### config.mk
export PLATFORM = sky130hd
export DESIGN_NAME = regfile_trio
export DESIGN_NICKNAME = d
export VERILOG_FILES = /design/src/rtl/regfile_trio_pkg.sv /design/src/rtl/regfile_slot.sv /design/src/rtl/regfile_rdport.sv /design/src/rtl/regfile_trio.sv
export SDC_FILE = /design/constraint.sdc
export NUM_CORES = 1
export LEC_CHECK = 0
export ABC_AREA = 1
export CORE_MARGIN = 5
export CORE_UTILIZATION = 45
export DETAILED_ROUTE_END_ITERATION = 8
export PLACE_DENSITY_LB_ADDON = 0.25
export SYNTH_ARGS = -nofsm -noshare
export SYNTH_HDL_FRONTEND = slang
export SYNTH_SLANG_ARGS = --single-unit
### constraint.sdc
create_clock -name clk -period 1.52 [get_ports clk]
set_input_delay 0.228 -clock clk [delete_from_list [all_inputs] [get_ports clk]]
set_output_delay 0.228 -clock clk [all_outputs]
set_load 0.005 [all_outputs]
### src/rtl/regfile_trio_pkg.sv
package regfile_trio_pkg;
  localparam int unsigned DEF_DATA_W   = 8;
  localparam int unsigned DEF_NUM_REGS = 3;

  typedef enum logic {
    MODE_WRITE = 1'b0,
    MODE_READ  = 1'b1
  } rf_mode_e;
endpackage

### src/rtl/regfile_slot.sv
module regfile_slot #(
  parameter int unsigned DATA_W = 8
) (
  input  logic              clk,
  input  logic              clr,
  input  logic              we,
  input  logic [DATA_W-1:0] d,
  output logic [DATA_W-1:0] q
);
  logic clr_seen;

  always_ff @(negedge clk) begin
    if (clr)     q <= '0;
    else if (we) q <= d;
  end

  always_ff @(negedge clk) clr_seen <= clr;

  always @(negedge clk) begin
    if (clr_seen) AST_SLOT_CLEAR: assert (q == '0);
  end

  AST_SLOT_LOAD: assert property (@(negedge clk) disable iff (clr)
    we |=> (q == $past(d)));

  AST_SLOT_HOLD: assert property (@(negedge clk) disable iff (clr)
    !we |=> $stable(q));
endmodule

### src/rtl/regfile_rdport.sv
module regfile_rdport #(
  parameter int unsigned DATA_W   = 8,
  parameter int unsigned NUM_REGS = 3,
  parameter int unsigned ADDR_W   = 2
) (
  input  logic [NUM_REGS*DATA_W-1:0] regs,
  input  logic [ADDR_W-1:0]          addr,
  output logic [DATA_W-1:0]          dout
);
  always_comb begin
    dout = '0;
    for (int i = 0; i < NUM_REGS; i++) begin
      if (addr == ADDR_W'(i)) dout = regs[i*DATA_W +: DATA_W];
    end
  end

  always_comb begin
    if (int'(addr) >= NUM_REGS) AST_NULL_READ: assert (dout == '0);
  end
endmodule

### src/rtl/regfile_trio.sv
module regfile_trio
  import regfile_trio_pkg::*;
#(
  parameter int unsigned DATA_W   = DEF_DATA_W,
  parameter int unsigned NUM_REGS = DEF_NUM_REGS,
  parameter int unsigned ADDR_W   = $clog2(NUM_REGS + 1)
) (
  input  logic                       clk,
  input  logic                       clr,
  input  logic                       rd_mode,
  input  logic [ADDR_W-1:0]          addr_a,
  input  logic [ADDR_W-1:0]          addr_wb,
  input  logic [DATA_W-1:0]          wr_data,
  output logic [DATA_W-1:0]          port_a,
  output logic [DATA_W-1:0]          port_b,
  output logic [NUM_REGS*DATA_W-1:0] disp_regs
);
  rf_mode_e mode;
  assign mode = rf_mode_e'(rd_mode);

  for (genvar g = 0; g < NUM_REGS; g++) begin : g_slot
    logic sel_we;
    assign sel_we = (mode == MODE_WRITE) && (addr_wb == ADDR_W'(g));
    regfile_slot #(.DATA_W(DATA_W)) i_slot (
      .clk (clk),
      .clr (clr),
      .we  (sel_we),
      .d   (wr_data),
      .q   (disp_regs[g*DATA_W +: DATA_W])
    );
  end

  regfile_rdport #(.DATA_W(DATA_W), .NUM_REGS(NUM_REGS), .ADDR_W(ADDR_W)) i_rd_a (
    .regs (disp_regs),
    .addr (addr_a),
    .dout (port_a)
  );

  regfile_rdport #(.DATA_W(DATA_W), .NUM_REGS(NUM_REGS), .ADDR_W(ADDR_W)) i_rd_b (
    .regs (disp_regs),
    .addr (addr_wb),
    .dout (port_b)
  );

  AST_READ_FROZEN: assert property (@(negedge clk) disable iff (clr)
    rd_mode |=> $stable(disp_regs));

  AST_NULL_WRITE: assert property (@(negedge clk) disable iff (clr)
    (!rd_mode && int'(addr_wb) >= NUM_REGS) |=> $stable(disp_regs));
endmodule

==> metrics.txt, run 1 <==
number of clock sinks seen by CTS 24; number of port buffers 54; number of warnings issued by yosys 0; post-synthesis cell type count 13; library cell occupying the most area in the post-synthesis netlist sky130_fd_sc_hd__dfxtp_1; clock tree buffer depth 2; count of buffers added by post-CTS timing repair for setup 18; root cell of the clock tree sky130_fd_sc_hd__clkbuf_4; cell count after synthesis 229; Synth top cells by count sky130_fd_sc_hd__nand2_1 (88), sky130_fd_sc_hd__nor2_1 (51), sky130_fd_sc_hd__inv_1 (28); net count after synthesis 244; PostCTS Resize Cnt 292; top-level port count 55; dpl cell area 2251 sq um; post-synthesis sequential area ratio 36.43%; post-synth design cell area 1319 sq um; leading cell type by number of instances after synthesis sky130_fd_sc_hd__nand2_1; starting density of the core 47.41%; number of enable-type register cells in the synthesized netlist 0; share of flip-flops with an asynchronous set or reset 0%; hold buffer count at CTS 0; post-synthesis average cell area 5.759 sq um; #FFs+latches synth 24; first error line in the log [ERROR DPL-0038] Utilization greater than 100%, impossible to legalize; final estimated routing congestion in global placement 0.8078; leading register cell type out of synthesis sky130_fd_sc_hd__dfxtp_1; status did not finish; top post-synthesis cells by area sky130_fd_sc_hd__dfxtp_1 (36%), sky130_fd_sc_hd__nand2_1 (25%), sky130_fd_sc_hd__nor2_1 (15%); Exit stage 4_1_cts; share of the synthesized area in the top cell type 36.43%; FP Rows 19; total clock buffers created by CTS 3; x dimension of the die 64.14 um; half-perimeter wire length after detailed placement 3247 um; H-tree depth reported by CTS 1; die height 64.14 um
kinds of logic after synthesis:
| kind of cell | Yosys count | synth area share (%) |
|---|---|---|
| AND/OR/NAND/NOR | 169 | 52.37 |
| buffers and inverters | 36 | 11.20 |
| flip-flops | 24 | 36.43 |
per-stage QoR:
stage	setup TNS (ns)	hold slack, ns	instances	worst slack, ns
after global placement	-33.03	0.5045	354	-0.6387
after detailed placement	-33.55	0.5141	354	-0.6799
after floorplan	-0.01764	0.5006	229	-0.008820
==> run 2, diff against run 1 <==
--- a/config.mk
+++ b/config.mk
@@ -7,9 +7,9 @@
 export LEC_CHECK = 0
 export ABC_AREA = 1
 export CORE_MARGIN = 5
-export CORE_UTILIZATION = 45
+export CORE_UTILIZATION = 35
 export DETAILED_ROUTE_END_ITERATION = 8
-export PLACE_DENSITY_LB_ADDON = 0.25
+export PLACE_DENSITY_LB_ADDON = 0.15
 export SYNTH_ARGS = -nofsm -noshare
 export SYNTH_HDL_FRONTEND = slang
 export SYNTH_SLANG_ARGS = --single-unit
==> run 2 against run 1 <==
Effect of this change: the flow now finishes, with violations (setup timing); synthesized cell count unchanged; synthesized area unchanged.
==> metrics.txt, run 2 <==
violated checks setup timing; leading register cell type out of synthesis sky130_fd_sc_hd__dfxtp_1; DRC violation total after the first TritonRoute iteration 156; root cell of the clock tree sky130_fd_sc_hd__clkbuf_8; Congestion Overflow GR 0; most flop-heavy register g_slot.i_slot.q; post-synthesis cell type count 13; worst min-delay path category reg2reg; number of global-route vias before repair 2202; net count after synthesis 244; wire length of the first global-routing pass 9673 um; maximum fanout count along the critical path 3; number of remaining DRC errors 0; #FFs+latches synth 24; # setup viols final 43; area taken by multi-input logic gates 884.6 sq um; Synth top cells by count sky130_fd_sc_hd__nand2_1 (88), sky130_fd_sc_hd__nor2_1 (51), sky130_fd_sc_hd__inv_1 (28); sort of element at the end of the critical path output port; number of inserted filler cells in the final layout 238; antenna violations before repair 0; post-layout total power 1.983 mW; highest cell delay on the worst timing path 0.35 ns; maximum VDD drop 0.0006100 V; maximum capacitance violations 0; critical path startpoint category register; H-tree depth reported by CTS 1; number of routed nets with antenna violations 0; final estimated routing congestion in global placement 0.7608; number of port buffers 54; half-perimeter wire length after detailed placement 3155 um; Worst slew margin 85.44%; Tightest Pin Transition 0.2177 ns; Total Nets Final 394; cell family with the largest share of critical-path delay flip-flops; x dimension of the die 71.39 um; share of the synthesized area in the top cell type 36.43%; antenna fix cells 0; Routed Wire Length 6752 um; P per Cell Area 663.6 nW/um^2; setup repair after global routing missed its margin yes; library cell occupying the most area in the post-synthesis netlist sky130_fd_sc_hd__dfxtp_1; biggest regs g_slot.i_slot.q x24; DR WL/cell 15.85 um; Cell Chain, Critical Path buf_6 > nand2_2 > nand3_2 > buf_2; share of flip-flops with an asynchronous set or reset 0%; most common cell after layout, fill and taps aside sky130_fd_sc_hd__nand2_1; flip-flop count of the largest register after layout 24; number of clock sinks seen by CTS 24; number of warnings issued by yosys 0; Critical path buffers and inverters 2; die height 71.39 um; post-route setup TNS -16.19 ns; detailed-route via count 2180; arrival time reported for the critical path endpoint 1.82 ns; register area 523.0 sq um; path type of the worst setup path reg2out; slowest stage cell, crit path sky130_fd_sc_hd__dfxtp_4; post-synthesis average cell area 5.759 sq um; Vias per Instance 5.117; status complete, but fails checks; Clock Skews 0 ns; top library cells by usage in the layout, fill and taps aside sky130_fd_sc_hd__nand2_1 (65), sky130_fd_sc_hd__buf_6 (56), sky130_fd_sc_hd__nor2_1 (51); total clock buffers created by CTS 3; overall track demand over capacity in global routing 23.66%; Required @ worst endpoint 1.29 ns; number of endpoints with negative hold slack in the final report 0; post-synthesis sequential area ratio 36.43%; area grow syn2layout 126.7%; leakage power figure 1.775 nW; register clock-pin slew on the reported worst setup and hold paths 0.04 ns; floorplan core area 3661 sq um; top-level port count 55; leading cell type by number of instances after synthesis sky130_fd_sc_hd__nand2_1; clock latency of the later-clocked register in the worst-skew pair 0.35 ns; Die Outline Area 5096 sq um; clock tree from TritonCTS built; FP Rows 22; clock tree buffer depth 2; largest net degree at the start of global routing 17; top post-synthesis cells by area sky130_fd_sc_hd__dfxtp_1 (36%), sky130_fd_sc_hd__nand2_1 (25%), sky130_fd_sc_hd__nor2_1 (15%); smallest setup slack after layout -0.5245 ns; number of detailed-routing iterations run before antenna repair 5; number of enable-type register cells in the synthesized netlist 0; starting density of the core 36.02%; Slew Limit Fails 0; post-synth design cell area 1319 sq um; proportion of layout cells with a drive suffix above 1 50.26%; cell count after synthesis 229
-- run 2: cell families (layout without fill, tap and decap cells) --
group / after synthesis / count (layout) / synth area share, %
flops: 24 / 24 / 36.43
simple gates: 169 / 171 / 52.37
buf+inv: 36 / 183 / 11.20
-- run 2: what timing repair did --
item | CTS | global route
buffers inserted | 21 | 8
hold buffers | 0 | 0
endpoints found under the hold margin | 0 | 0
pin swaps | 28 | 14
endpoints found under the setup margin | 64 | 59
gates cloned | 4 | 1
resized for setup | 271 | 36
-- run 2: report_power, final --
group          internal, mW  switching [mW]
Clock                 0.271           0.418
Sequential            0.668          0.0384
Combinational         0.328           0.259
Total                  1.27           0.716
-- run 2: per-layer routing --
metal / part of all wire [%] / wire length (um) / global-route usage (%)
met2: 52 / 3483 / 41.84
met4: 3.4 / 230 / 10.86
met1: 34 / 2286 / 25.38
met3: 11 / 751 / 7.714
met5: 0 / 0 / 0
-- run 2: layout make-up --
type	count	area share, %
inverters	30	4.270
clock inverters	25	3.223
clock buffers	3	1.381
flip-flops and latches	24	17.50
well taps	48	2.009
repair buffers	125	42.03
multi-input cells	171	29.59
-- run 2: worst min-delay path, delay by kind of cell, from the launching register on --
family	cells	cell delay, ns
buffers and inverters	1	0.06
DFF	1	0.33
and+or+nand+nor	3	0.13
-- run 2: through the flow --
| step | cells | area, sq um | setup slack (ns) | utilization [%] | hold WS, ns |
|---|---|---|---|---|---|
| 2_1_floorplan | 229 | 1365 | -0.008820 | - | 0.5006 |
| 3_3_place_gp | 368 | 2262 | -0.6421 | 61.79 | 0.5079 |
| 3_5_place_dp | 368 | 2262 | -0.6713 | 61.79 | 0.5233 |
| 4_1_cts | 420 | 2823 | -0.4846 | 77.10 | 0.5289 |
| 5_1_grt | 426 | 2989 | -0.5755 | 81.65 | 0.6271 |
| 6_report | 426 | 2989 | -0.5245 | 81.65 | 0.5640 |
-- run 2: path summary, 6_finish.rpt --
check / start / to / slack [ns] / depth (start not counted)
worst min-delay path: g_slot[2].i_slot.q[1]$_SDFFE_NP0P_ / g_slot[2].i_slot.q[1]$_SDFFE_NP0P_ / 0.56 / 4
worst max-delay path: g_slot[1].i_slot.q[3]$_SDFFE_NP0P_ / port_a[3] / -0.52 / 4
worst min register to register: g_slot[2].i_slot.q[1]$_SDFFE_NP0P_ / g_slot[2].i_slot.q[1]$_SDFFE_NP0P_ / 0.56 / 4
worst max register to register: g_slot[1].i_slot.q[1]$_SDFFE_NP0P_ / g_slot[1].i_slot.q[1]$_SDFFE_NP0P_ / 0.48 / 7
Note: power is estimated with default switching activity, not from simulation.
